## config.mk

```make
export PLATFORM = sky130hd
export DESIGN_NAME = fm_fetch_mode_ctl
export DESIGN_NICKNAME = d
export VERILOG_FILES = /design/src/rtl/fm_pkg.sv /design/src/rtl/fm_fetch_gate.sv /design/src/rtl/fm_irq_mode.sv /design/src/rtl/fm_wait_timer.sv /design/src/rtl/fm_fetch_mode_ctl.sv
export SDC_FILE = /design/constraint.sdc
export NUM_CORES = 1
export LEC_CHECK = 0
export ABC_CLOCK_PERIOD_IN_PS = 2029
export CORE_ASPECT_RATIO = 1.2
export CORE_UTILIZATION = 57
export DETAILED_ROUTE_END_ITERATION = 16
export DONT_BUFFER_PORTS = 1
export PLACE_DENSITY = 0.86
export RECOVER_POWER = 100
export SLEW_MARGIN = 5
export SYNTH_ARGS = -nofsm -noshare
export SYNTH_HDL_FRONTEND = slang
export SYNTH_HIERARCHICAL = 1
export SYNTH_SLANG_ARGS = --single-unit
```

## constraint.sdc

```tcl
create_clock -name clk -period 2.03 [get_ports clk]
set_input_delay 0.203 -clock clk [delete_from_list [all_inputs] [get_ports clk]]
set_output_delay 0.203 -clock clk [all_outputs]
set_load 0.02 [all_outputs]
```

## src/rtl/fm_pkg.sv

```systemverilog
package fm_pkg;

  typedef enum logic [1:0] {
    FM_RUN  = 2'd0,
    FM_IRQ  = 2'd1,
    FM_WAIT = 2'd2
  } fm_mode_e;

  // Mode reported to the sequencer: the stall takes precedence over the
  // interrupt flag, although the two are never both active by design.
  function automatic fm_mode_e mode_of(input logic irq_mode, input logic counting);
    if (counting)      return FM_WAIT;
    else if (irq_mode) return FM_IRQ;
    else               return FM_RUN;
  endfunction

endpackage

```

## src/rtl/fm_fetch_gate.sv

```systemverilog
module fm_fetch_gate (
  input  logic fetch_req,
  input  logic prev_cascade,
  input  logic cur_skip,
  input  logic stalled,
  input  logic irq_line,
  output logic switch_ok,
  output logic start_ok
);

  // A mode may only change at a fetch point that is neither inside a
  // chained pair nor on a skipped instruction.
  assign switch_ok = fetch_req & ~prev_cascade & ~cur_skip & ~stalled;
  // A timer start loses to a pending interrupt at the same point.
  assign start_ok  = switch_ok & ~irq_line;

endmodule

```

## src/rtl/fm_irq_mode.sv

```systemverilog
module fm_irq_mode (
  input  logic clk,
  input  logic rst_n,
  input  logic switch_ok,
  input  logic stalled,
  input  logic irq_line,
  output logic irq_mode
);

  logic irq_mode_d;

  always_comb begin
    irq_mode_d = irq_mode;
    if (switch_ok)
      irq_mode_d = irq_line;
    else if (stalled && irq_line)
      irq_mode_d = 1'b1;
  end

  always_ff @(posedge clk or negedge rst_n) begin
    if (!rst_n) irq_mode <= 1'b0;
    else        irq_mode <= irq_mode_d;
  end

endmodule

```

## src/rtl/fm_wait_timer.sv

```systemverilog
module fm_wait_timer #(
  parameter int BYTE_W = 8
) (
  input  logic              clk,
  input  logic              rst_n,
  input  logic              wr_hi,
  input  logic              wr_lo,
  input  logic [BYTE_W-1:0] wdata,
  input  logic              start_ok,
  input  logic              irq_mode,
  output logic [BYTE_W-1:0] cnt_hi,
  output logic [BYTE_W-1:0] cnt_lo,
  output logic              counting,
  output logic              reach_zero,
  output logic              wr_zero
);

  typedef struct packed {
    logic              brw;
    logic [BYTE_W-1:0] hi;
    logic [BYTE_W-1:0] lo;
  } cnt_t;

  // One clock of the wait: a pending borrow moves into the high byte,
  // otherwise the low byte steps down, wrapping by two on a zero low byte.
  function automatic cnt_t step_down(input cnt_t c);
    cnt_t r;
    r = c;
    if (c.brw) begin
      r.hi  = c.hi - BYTE_W'(1);
      r.brw = 1'b0;
    end else if (c.lo != '0) begin
      r.lo = c.lo - BYTE_W'(1);
    end else begin
      r.lo  = c.lo - BYTE_W'(2);
      r.brw = 1'b1;
    end
    return r;
  endfunction

  cnt_t cur_q, ld, dec, nxt;
  logic pend_q, wait_q;
  logic wr_any;

  assign wr_any   = wr_hi | wr_lo;
  assign counting = wait_q & ~irq_mode;

  always_comb begin
    ld.brw = 1'b0;
    ld.hi  = wr_hi ? wdata : cur_q.hi;
    ld.lo  = wr_lo ? wdata : cur_q.lo;
  end

  assign dec        = step_down(cur_q);
  assign reach_zero = counting & ~wr_any & (dec == '0);
  assign wr_zero    = wr_lo & (ld.hi == '0) & (ld.lo == '0);

  always_comb begin
    if (wr_any)        nxt = ld;
    else if (counting) nxt = dec;
    else               nxt = cur_q;
  end

  always_ff @(posedge clk or negedge rst_n) begin
    if (!rst_n) begin
      cur_q  <= '0;
      pend_q <= 1'b0;
      wait_q <= 1'b0;
    end else begin
      cur_q <= nxt;
      if (wr_zero || reach_zero) pend_q <= 1'b0;
      else if (wr_lo)            pend_q <= 1'b1;
      if (wr_zero || reach_zero)  wait_q <= 1'b0;
      else if (start_ok && pend_q) wait_q <= 1'b1;
    end
  end

  assign cnt_hi = cur_q.hi;
  assign cnt_lo = cur_q.lo;

endmodule

```

## src/rtl/fm_fetch_mode_ctl.sv

```systemverilog
module fm_fetch_mode_ctl #(
  parameter int BYTE_W = 8
) (
  input  logic                clk,
  input  logic                rst_n,
  input  logic                irq_line,
  input  logic                fetch_req,
  input  logic                prev_cascade,
  input  logic                cur_skip,
  input  logic                tmr_wr_hi,
  input  logic                tmr_wr_lo,
  input  logic [BYTE_W-1:0]   tmr_wdata,
  output logic                pc_sel_irq,
  output logic                zp_hi,
  output logic                fetch_go,
  output logic [1:0]          fetch_mode,
  output logic [2*BYTE_W-1:0] tmr_count
);

  localparam int CNT_W = 2 * BYTE_W;

  logic              switch_ok, start_ok;
  logic              irq_mode, counting;
  logic              reach_zero, wr_zero;
  logic [BYTE_W-1:0] cnt_hi, cnt_lo;

  fm_fetch_gate u_gate (
    .fetch_req    (fetch_req),
    .prev_cascade (prev_cascade),
    .cur_skip     (cur_skip),
    .stalled      (counting),
    .irq_line     (irq_line),
    .switch_ok    (switch_ok),
    .start_ok     (start_ok)
  );

  fm_irq_mode u_irq (
    .clk       (clk),
    .rst_n     (rst_n),
    .switch_ok (switch_ok),
    .stalled   (counting),
    .irq_line  (irq_line),
    .irq_mode  (irq_mode)
  );

  fm_wait_timer #(.BYTE_W(BYTE_W)) u_tmr (
    .clk        (clk),
    .rst_n      (rst_n),
    .wr_hi      (tmr_wr_hi),
    .wr_lo      (tmr_wr_lo),
    .wdata      (tmr_wdata),
    .start_ok   (start_ok),
    .irq_mode   (irq_mode),
    .cnt_hi     (cnt_hi),
    .cnt_lo     (cnt_lo),
    .counting   (counting),
    .reach_zero (reach_zero),
    .wr_zero    (wr_zero)
  );

  logic [CNT_W-1:0] count_w;
  assign count_w    = {cnt_hi, cnt_lo};
  assign tmr_count  = count_w;
  assign pc_sel_irq = irq_mode;
  assign zp_hi      = irq_mode;
  assign fetch_go   = ~counting;
  assign fetch_mode = fm_pkg::mode_of(irq_mode, counting);

endmodule

```

==> impl_metrics.tcl <==
set metrics [dict create \
    run_status "finished, violations left" \
    violations "setup timing" \
    fill_cells 229 \
    final_area_um2 1880 \
    fin_util 0.677 \
    cts_buffer_depth 2 \
    dpl_cell_area_um2 1670 \
    dp_hpwl_um 3180 \
    clk_pin_slew_worst_paths_ns 0.11 \
    wire_per_inst_um 22.2 \
    crit_path_max_fanout 6 \
    clock-root-buffer "clkbuf_4" \
    synthCells 197 \
    startpoint "u_tmr/cnt_lo[1]$_DFFE_PN0P_" \
    clock_latency_ns 0.30 \
    cap_viol_max_count 0 \
    power.leakage_nw 0.730 \
    period_share 1.08 \
    ys.warnings.count 6 \
    placement_rows 21 \
    vias 1695 \
    place_congestion 1.01 \
    io_pins 37 \
    total_power_mw 1.46 \
    hold_start "tmr_wr_hi" \
    endpoint "u_tmr/wait_q$_DFFE_PN0P_" \
    worstMarginPinSlew_ns 0.949 \
    synth_area_per_cell_um2 8.54 \
    arrival_ns 2.40 \
    cts-htree-levels 1 \
    drt_wl_total_um 5320 \
    r2r-start "u_tmr/cnt_lo[1]$_DFFE_PN0P_" \
    grt-ovfl-total 0 \
    rsz0062_at_grt "true" \
    die_area_um2 3170 \
    start_kind "flip-flop" \
    grt_usage 0.313 \
    vias_per_cell 7.09 \
    syn2layout_area_growth_pct 12.1 \
    syn_nets 217 \
    dp_slack_ns -0.0715 \
    skew_ns 0.00408 \
    dieWidth_um 51.6 \
    clkSinkCount 20 \
    first_pass_iters 5 \
    dp.cells 223 \
    cts_made_buffers 3 \
    worstSetupPathType "reg2reg" \
    synthesis.area_um2 1680 \
    first_iter_violations 150 \
    setup-violations-final 6 \
    ir_drop_uv 493 \
    layout_commonest_cell "buf_4" \
    hold_viol 0 \
    path_cells "inv_2 > ha_4 > nor3b_1 > nand2_2 > a211oi_2 > nor4_2 > a211oi_1" \
    required_ns 2.23 \
    cts_tree "yes" \
    critPathMaxStageDelay_ns 0.47 \
    layout_setup_ws_ns -0.169 \
    power.density_nw_per_um2 776 \
    period_minus_slack_ns 2.20 \
    grt_pass1_vias 1487 \
    coreArea_um2 2790 \
    crit_path_end_kind "flip-flop" \
    layout_common_cells "26 x buf_4, 25 x nand2_1, 16 x dfrtp_1" \
    finalMaxSlewViolations 0 \
    die-height_um 61.5 \
    start_util 0.604 \
    ant_nets 0 \
    timing.rr.end "u_tmr/wait_q$_DFFE_PN0P_" \
    crit_slowest_cell "nor3b_1" \
    rrSetupSlack_ns -0.17 \
    grt_max_degree 21 \
    slew_headroom 0.365 \
    drc 0 \
    fmax_ghz 0.455 \
    port_buffers 0 \
    reg2reg_depth 7 \
    nets 227 \
    fin_cells 239 \
    antenna_found_initial 0 \
    grt_pass1_wl_um 7180 \
    layout-drive-gt1-share 0.293 \
    hold_class "in2reg" \
    diodes 0 \
]
[layer usage]
metal / up-vias / GRT usage / wire (um)
met5: - / 0 / 0
met4: 0 / 0.166 / 386
met3: 49 / 0.0716 / 599
met2: 156 / 0.536 / 2470
met1: 790 / 0.367 / 1860
li1: 700 / - / -
[worst min path at each step]
stage	end	slack, ns	cells past startpoint
2_1_floorplan	u_irq/irq_mode$_DFFE_PN0P_	-0.09	0
3_3_place_gp	u_tmr/cnt_hi[4]$_DFFE_PN0P_	-0.09	0
3_5_place_dp	u_tmr/cnt_hi[4]$_DFFE_PN0P_	-0.09	0
4_1_cts	u_tmr/cnt_hi[2]$_DFFE_PN0P_	0.001	1
5_1_grt	u_tmr/cnt_lo[6]$_DFFE_PN0P_	-0.009	1
6_report	u_tmr/cnt_hi[0]$_DFFE_PN0P_	0.001	1
[state kept, by name, summed over array words and instances (netlist names)]
name,count
u_tmr/wait_q,1
u_tmr/cnt_hi,8
u_irq/irq_mode,1
u_tmr/cnt_lo,8
u_tmr/pend_q,1
u_tmr/cur_q,1
[area by class of cell]
type | count | area, um^2 | area share
Multi-Input combinational cell | 141 | 1030 | 0.547
Sequential cell | 20 | 505 | 0.268
Timing Repair Buffer | 31 | 245 | 0.130
Tap cell | 34 | 42.5 | 0.0226
Inverter | 10 | 37.5 | 0.0199
Clock buffer | 3 | 22.5 | 0.0120
[worst max-delay path, delay by kind of cell, from the launching register on]
kind | cells | cell delay (ns)
buffers and inverters | 1 | 0.11
flip-flops | 1 | 0.40
adder cells (fa/ha/maj) | 1 | 0.17
AND/OR/NAND/NOR | 3 | 0.79
AO/OA/AOI/OAI | 2 | 0.61
[stage by stage]
stage                     TNS [ns]  hold slack [ns]
after global placement           0          -0.0922
after detailed placement    -0.136          -0.0921
after floorplan                  0          -0.0926
after CTS                        0          0.00123
after global routing         -1.30         -0.00894
final                       -0.764          0.00142
[report_power, final]
group	leakage, nW	internal, mW	total (mW)	switching, mW
registers	0.230	0.452	0.539	0.0875
logic	0.486	0.284	0.727	0.443
clock network	0.0138	0.0692	0.196	0.126
[repair_timing]
action                                 in CTS  in global routing
setup buffers                               6                  2
pin swaps                                   4                  5
endpoints found under the hold margin      27                  3
setup endpoints to repair                   5                  7
gates resized for setup                    12                  8
hold buffers                                3                  2
No activity file was read; power rests on OpenSTA's default activity.
